`config.mk`:
```
export PLATFORM = sky130hd
export DESIGN_NAME = radix4_early_mul
export DESIGN_NICKNAME = d
export VERILOG_FILES = /design/src/rtl/r4e_pkg.sv /design/src/rtl/r4e_recoder.sv /design/src/rtl/r4e_accum.sv /design/src/rtl/r4e_datapath.sv /design/src/rtl/r4e_ctrl.sv /design/src/rtl/radix4_early_mul.sv
export SDC_FILE = /design/constraint.sdc
export NUM_CORES = 1
export LEC_CHECK = 0
export BUFFER_PORTS_ARGS = -buffer_cell sky130_fd_sc_hd__buf_2
export CORE_AREA = 2 2 128 130
export DETAILED_ROUTE_END_ITERATION = 7
export DIE_AREA = 0 0 130 132
export HOLD_SLACK_MARGIN = 0.02
export PLACE_DENSITY = 0.78
export SLEW_MARGIN = 40
export SYNTH_ARGS = -nofsm -noshare
export SYNTH_HDL_FRONTEND = slang
export SYNTH_HIERARCHICAL = 1
export SYNTH_SLANG_ARGS = --single-unit
```
`constraint.sdc`:
```
create_clock -name clk -period 4.8 [get_ports clk]
set_input_delay 0.48 -clock clk [delete_from_list [all_inputs] [get_ports clk]]
set_output_delay 0.48 -clock clk [all_outputs]
set_load 0.05 [all_outputs]
```
`src/rtl/r4e_pkg.sv`:
```
package r4e_pkg;
  typedef enum logic [1:0] {
    PP_NONE   = 2'd0,
    PP_PLUS1  = 2'd1,
    PP_PLUS2  = 2'd2,
    PP_MINUS1 = 2'd3
  } pp_sel_e;
endpackage

```
`src/rtl/r4e_recoder.sv`:
```
module r4e_recoder
  import r4e_pkg::*;
(
  input  logic [1:0] pair,
  input  logic       cin,
  output pp_sel_e    sel,
  output logic       cout
);
  logic [2:0] digit;

  always_comb begin
    digit = {1'b0, pair} + {2'b00, cin};
    sel   = PP_NONE;
    cout  = 1'b0;
    unique case (digit)
      3'd0: begin sel = PP_NONE;   cout = 1'b0; end
      3'd1: begin sel = PP_PLUS1;  cout = 1'b0; end
      3'd2: begin sel = PP_PLUS2;  cout = 1'b0; end
      3'd3: begin sel = PP_MINUS1; cout = 1'b1; end
      3'd4: begin sel = PP_NONE;   cout = 1'b1; end
      default: begin sel = PP_NONE; cout = 1'b0; end
    endcase
  end
endmodule

```
`src/rtl/r4e_accum.sv`:
```
module r4e_accum
  import r4e_pkg::*;
#(
  parameter int WIDTH = 32
) (
  input  logic [WIDTH-1:0] acc_in,
  input  logic [WIDTH-1:0] mcand,
  input  pp_sel_e          sel,
  output logic [WIDTH-1:0] acc_out
);
  logic [WIDTH-1:0] addend;

  always_comb begin
    unique case (sel)
      PP_PLUS1:  addend = mcand;
      PP_PLUS2:  addend = mcand << 1;
      PP_MINUS1: addend = ~mcand + WIDTH'(1);
      default:   addend = '0;
    endcase
    acc_out = acc_in + addend;
  end
endmodule

```
`src/rtl/r4e_datapath.sv`:
```
module r4e_datapath
  import r4e_pkg::*;
#(
  parameter int WIDTH = 32
) (
  input  logic             clk,
  input  logic             rst,
  input  logic             load,
  input  logic             step,
  input  logic [WIDTH-1:0] a_in,
  input  logic [WIDTH-1:0] b_in,
  output logic [WIDTH-1:0] acc,
  output logic             rem_zero
);
  logic [WIDTH-1:0] mcand;
  logic [WIDTH-1:0] mplier;
  logic             carry;
  pp_sel_e          sel;
  logic             carry_nxt;
  logic [WIDTH-1:0] acc_nxt;

  r4e_recoder u_rec (
    .pair (mplier[1:0]),
    .cin  (carry),
    .sel  (sel),
    .cout (carry_nxt)
  );

  r4e_accum #(.WIDTH(WIDTH)) u_acc (
    .acc_in  (acc),
    .mcand   (mcand),
    .sel     (sel),
    .acc_out (acc_nxt)
  );

  always_ff @(posedge clk) begin
    if (rst) begin
      acc    <= '0;
      mcand  <= '0;
      mplier <= '0;
      carry  <= 1'b0;
    end else if (load) begin
      acc    <= '0;
      mcand  <= a_in;
      mplier <= b_in;
      carry  <= 1'b0;
    end else if (step) begin
      acc    <= acc_nxt;
      mcand  <= mcand << 2;
      mplier <= mplier >> 2;
      carry  <= carry_nxt;
    end
  end

  assign rem_zero = (mplier == '0) && !carry;
endmodule

```
`src/rtl/r4e_ctrl.sv`:
```
module r4e_ctrl #(
  parameter int WIDTH  = 32,
  parameter int HALF   = WIDTH / 2,
  parameter int STEP_W = $clog2(HALF + 1)
) (
  input  logic              clk,
  input  logic              rst,
  input  logic              in_valid,
  input  logic              rem_zero,
  output logic              busy,
  output logic              load,
  output logic              step,
  output logic              finish,
  output logic              done,
  output logic [STEP_W-1:0] steps
);
  localparam logic [STEP_W-1:0] STEP_MAX = STEP_W'(HALF);

  assign load   = in_valid && !busy;
  assign finish = busy && (rem_zero || steps == STEP_MAX);
  assign step   = busy && !finish;

  always_ff @(posedge clk) begin
    if (rst) begin
      busy  <= 1'b0;
      done  <= 1'b0;
      steps <= '0;
    end else begin
      done <= finish;
      if (load) begin
        busy  <= 1'b1;
        steps <= '0;
      end else if (finish) begin
        busy <= 1'b0;
      end else if (step) begin
        steps <= steps + STEP_W'(1);
      end
    end
  end
endmodule

```
`src/rtl/radix4_early_mul.sv`:
```
module radix4_early_mul #(
  parameter int WIDTH  = 32,
  parameter int HALF   = WIDTH / 2,
  parameter int STEP_W = $clog2(HALF + 1),
  parameter int CNT_W  = $clog2(HALF + 2)
) (
  input  logic             clk,
  input  logic             rst,
  input  logic             in_valid,
  output logic             in_ready,
  input  logic [WIDTH-1:0] op_a,
  input  logic [WIDTH-1:0] op_b,
  output logic             out_valid,
  output logic [WIDTH-1:0] product,
  output logic [CNT_W-1:0] cycles
);
  logic              busy, load, step, finish, done, rem_zero;
  logic [STEP_W-1:0] steps;
  logic [WIDTH-1:0]  acc;

  r4e_ctrl #(.WIDTH(WIDTH), .HALF(HALF), .STEP_W(STEP_W)) u_ctrl (
    .clk      (clk),
    .rst      (rst),
    .in_valid (in_valid),
    .rem_zero (rem_zero),
    .busy     (busy),
    .load     (load),
    .step     (step),
    .finish   (finish),
    .done     (done),
    .steps    (steps)
  );

  r4e_datapath #(.WIDTH(WIDTH)) u_dp (
    .clk      (clk),
    .rst      (rst),
    .load     (load),
    .step     (step),
    .a_in     (op_a),
    .b_in     (op_b),
    .acc      (acc),
    .rem_zero (rem_zero)
  );

  always_ff @(posedge clk) begin
    if (rst) begin
      product <= '0;
      cycles  <= '0;
    end else if (finish) begin
      product <= acc;
      cycles  <= CNT_W'(steps) + CNT_W'(1);
    end
  end

  assign in_ready  = !busy;
  assign out_valid = done;
endmodule

```
# Word-level counts from Yosys, hierarchy flattened
# Index checks and enable logic that the tools add are counted.
# totals
ff_bits,141
inputBits,67
out_inout_bits,39
word_cells,46
# classes
addsub,4
n_eq_ne,8
n_mux,9
bitwise,2
reduce_logical,14
# ops
operator,count
32-bit two-way mux,4
32-bit one-hot mux with 3 select lines,1
"32-bit by 1-bit adder with 32-bit output, second input constant",1
32-bit adder,1
32-bit logical NOT,1
32-bit NOT,1
"3-bit by 2-bit equality test with 1-bit output, second input constant",2
2-bit one-hot mux with 3 select lines,1
"5-bit by 1-bit adder with 5-bit output, second input constant",1
"5-bit equality test, second input constant",1
"2-bit equality test, second input constant",2
1-bit logical AND,4
2-bit nonzero test,2
2-bit OR reduction,2
2-bit by 1-bit adder with 3-bit output,1
"3-bit by 1-bit equality test with 1-bit output, second input constant",1
"3-bit equality test, second input constant",1
1-bit logical NOT,3
1-bit two-way mux,3
"2-bit by 1-bit equality test with 1-bit output, second input constant",1
2-bit AND reduction,1
1-bit logical OR,1
1-bit NOT,1

# Longest topological paths before layout
# logic_depth
word_depth,8
ltp_mapped,20

# Cells and area by module
# The synthesis kept the hierarchy.
# modules_own_cells
module,n_inst,cells_per_inst,area_per_inst_um2
r4e_datapath,1,398,4571.9
r4e_accum,1,443,2850.2
radix4_early_mul,1,127,1406.3
r4e_ctrl,1,42,384.1
r4e_recoder,1,6,67.6

# Worst setup path after synthesis
# OpenSTA, ideal clock, no wires.
# synth_path
kind,reg-to-reg
startpoint,reg u_dp.mcand[3]
endpoint,reg u_dp.acc[24]
setup_ns,0.116
t_arrival_ns,4.115
t_required_ns,4.684
slack_ns,0.569
path_stages_with_launch,19
synth_period_minus_slack_ns,4.231
path_cell_list,dfxtp_1 buf_6 or4_4 or2_1 or3_1 clkbuf_1 or4_4 o21ai_1 xnor2_1 a22o_1 ha_1 a21oi_1 o21ai_0 a221oi_1 o31ai_1 a211oi_1 xnor2_1 mux2i_1 nor2_1
# synth_via
elab_chain_cells,4
# synth_rtl
element,line,rtl
"start, declared",r4e_datapath.sv:15,logic [WIDTH-1:0] mcand;
"start signal, assigned",r4e_datapath.sv:44,mcand <= a_in;
"start signal, assigned",r4e_datapath.sv:49,mcand <= mcand << 2;
32-bit NOT,r4e_accum.sv:17,PP_MINUS1: addend = ~mcand + WIDTH'(1);
32-bit by 1-bit adder with 32-bit output,r4e_accum.sv:17,
32-bit one-hot mux with 3 select lines *,r4e_accum.sv:14,unique case (sel)
32-bit adder *,r4e_accum.sv:20,acc_out = acc_in + addend;
via u_dp.acc_nxt[24],r4e_datapath.sv:20,logic [WIDTH-1:0] acc_nxt;
"end signal, assigned",r4e_datapath.sv:48,acc <= acc_nxt;
"end, declared",r4e_datapath.sv:12,"output logic [WIDTH-1:0] acc,"
# Mark *: on every way through the listed nets, which the timed path passes. The rest lies on a longest branch.
# A chain may end at the register's enable or synchronous reset.

# Final worst setup path
# layout_path
startpoint,reg u_dp.mcand[5]
endpoint,reg u_dp.acc[31]
# The elaborated chain is that of the path after synthesis.

==> reports/metrics.cfg <==
[cells_and_area]
layout.nets=1202
final_area_um2=10300
area_delta_synth_final_pct=11.2
antennaDiodeCount=0
drive_gt1_share_pct=21.5

[synth]
synth_adder_area_share_pct=5.20
syn_inst=1016
muxShareOfSynthArea_pct=23.3
synth_ff_type=dfxtp_1
synth_commonest_cells=nor2_1, dfxtp_1, mux2i_1
syn_nets=1121
yosysTopAreaCell=dfxtp_1
yosys_warnings=6
synth_top_family_by_area=multiplexers
syn_area_per_cell_um2=9.13
synth_xor_area_share_pct=3.96
synth_compound_area_share_pct=13.8
synthSimpleGateAreaFrac_pct=17.2
ys_top_cells_by_area=dfxtp_1, mux2i_1, mux2_4, nor2_1, ha_1
ys_types=76
ys_seq_area_share_pct=30.4
syn_area_um2=9280
synth.most_common_cell=nor2_1
async_flop_share_pct=0
yosysTopAreaCellShare_pct=30.4
yosys_register_bits=141
synth-edff-count=0

[sta]
drv_slew=0
fin_tns_setup_ps=0
setup_viol=0
fin_crit_ps=4540
timing.fmax_mhz=220
relSlewSlack_pct=47.8
hold_viol=0
worst_slew_pin_slew_ps=783
clock_skew_ps=7.64
min_period_over_period_pct=94.5
rsz0062_at_grt=false

[floorplanning]
pin_count=106
core_um2=15700
initial_core_util_pct=59.1
die-area_um2=17200
die_h_um=132
core.rowCount=46
dieWidth_um=130

[drt]
vias=7655
vias_per_cell=5.77
routed_wl_um=21000
drc=0
ant_nets=0
wl_per_cell_um=15.9
firstDrtPassIters=6
drt-initial-drc-count=628

[global_route]
grt_pass1_vias=7071
grt_start_max_net_pins=72
grt_pass1_wl_um=34700
grt.met3_usage_pct=4.59
top_usage_layer=met2
antenna_found_initial=0
grt_util_all_layers_pct=24.9
grt.met2_usage_pct=38.6
grt_util_met1_pct=35.6
grt_overflow=0

[setup_path]
crit_buf_inv=0
slowest_stage=or4_4
crit_chain=or4_4 > or4_4 > or4_4 > or4_4 > o2111a_1 > nor3_2 > ha_2 > and2_1 > a41oi_1 > a31oi_2 > a21oi_2 > o21ai_0 > xnor2_1 > mux2i_1 > nor2_1
critPathTopFamily=simple AND/OR/NAND/NOR gates
end_kind=register
cp_slowest_stage_delay_ps=570
criticalPathCategory=reg2reg
start_kind=register
critPathRequiredTime_ps=5110
cp_data_arrival_time_ps=4850
crit_top_cell=or4_4
crit_fanout=9

[worst_hold_path]
hold_class=in2reg

[power]
p_leak_nw=4.52
p_clk_share_pct=41.6
p_sw_mw=0.874
peakVddDrop_v=0.000253
p_comb_share_pct=17.3
intPower_mw=2.24
swShare_pct=28.1
seqPwrFrac_pct=41.1
powerDensity_nw_per_um2=302

[outcome]
outcome=completed

[clocking]
cts_htree_levels=4
cts-root-buf=clkbuf_16
clock_latency_ps=430
cts_tree=yes
clk_pin_slew_ps=60
cts_buffers=17
clk_path_buf_depth=2
clock-sinks=141

[placed_design]
gp_congestion=0.896
dpl_cell_area_um2=9720
port_buffers=105
dp_hpwl_um=14800

[job]
cap_violations=0

## layer usage
layer,vias up,routed length (um)
met4,0,272
met2,233,9560
met5,-,0
met3,28,1160
met1,3575,10000
li1,3819,-
## worst paths after layout
path,start,endpoint,slack [ps],cells after the start
setup reg to reg,u_dp/mcand[5],u_dp/acc[31],260,15
hold reg to reg,cycles[0],cycles[0],480,2
hold / removal,op_b[17],u_dp/mplier[17],280,3
setup / recovery,u_dp/mcand[5],u_dp/acc[31],260,15
## registers in the layout (all words and copies together) (netlist names)
signal        flops
u_dp/acc         32
u_dp/mcand       32
u_ctrl/done       1
u_dp/mplier      32
product          32
u_ctrl/steps      5
cycles            5
u_dp/carry        1
u_ctrl/busy       1
## cell type report
cell class	instances	area, um2
multi-input cells	796	5920
fillers	1321	5390
flip-flops and latches	141	2820
repair buffers	121	652
clock buffers	19	433
well taps	216	270
clock inverters	13	143
inverters	20	78.8
## kinds of logic after synthesis
family / count (synthesis)
compound gates: 192
xor+xnor: 42
fa+ha+maj: 38
buf+inv: 79
flops: 141
mux: 186
simple gates: 338
## cell usage in the layout, fill, tap and decap left out, types with 12 or more instances in the layout
master and count:
nand3_1 13, a21oi_1 50, dfxtp_1 141, a21o_1 13, xnor2_1 29, nor3_1 12, buf_4 16, o21ai_0 38
inv_1 18, nor2_1 162, nand2_1 71, clkbuf_16 17, mux2_4 60, ha_1 34, xor2_1 13, mux2i_1 126
buf_2 104
## worst min-delay path, cell delays in order
cell and delay (ps):
buf_2 70, mux2i_1 50, nor2_1 70
## what timing repair did
action / CTS / global route
hold buffers: 0 / 0
setup endpoints to repair: 0 / 7
buffers inserted: 0 / 0
resized for setup: 0 / 10
## power groups by stage
| stage | clock (mW) | sequential, mW | combinational [mW] |
|---|---|---|---|
| final | 1.30 | 1.28 | 0.539 |
| after global placement | 0 | 1.30 | 0.519 |
| after CTS | 1.32 | 1.28 | 0.533 |
| after global routing | 1.38 | 1.29 | 0.588 |
| after floorplan | 0 | 1.28 | 0.460 |
| after detailed placement | 0 | 1.30 | 0.528 |
## per-stage QoR
step / hold WS [ps] / cells / util [%] / power (mW) / setup slack, ps
2_1_floorplan: 487 / 1016 / - / 1.74 / 569
3_3_place_gp: 466 / 1294 / 61.8 / 1.82 / 259
3_5_place_dp: 470 / 1294 / 61.9 / 1.83 / 180
4_1_cts: 272 / 1326 / 65.5 / 3.13 / 157
5_1_grt: 277 / 1326 / 65.7 / 3.26 / 8.64
6_report: 282 / 1326 / 65.7 / 3.12 / 262
No activity file was read; power rests on OpenSTA's default activity.
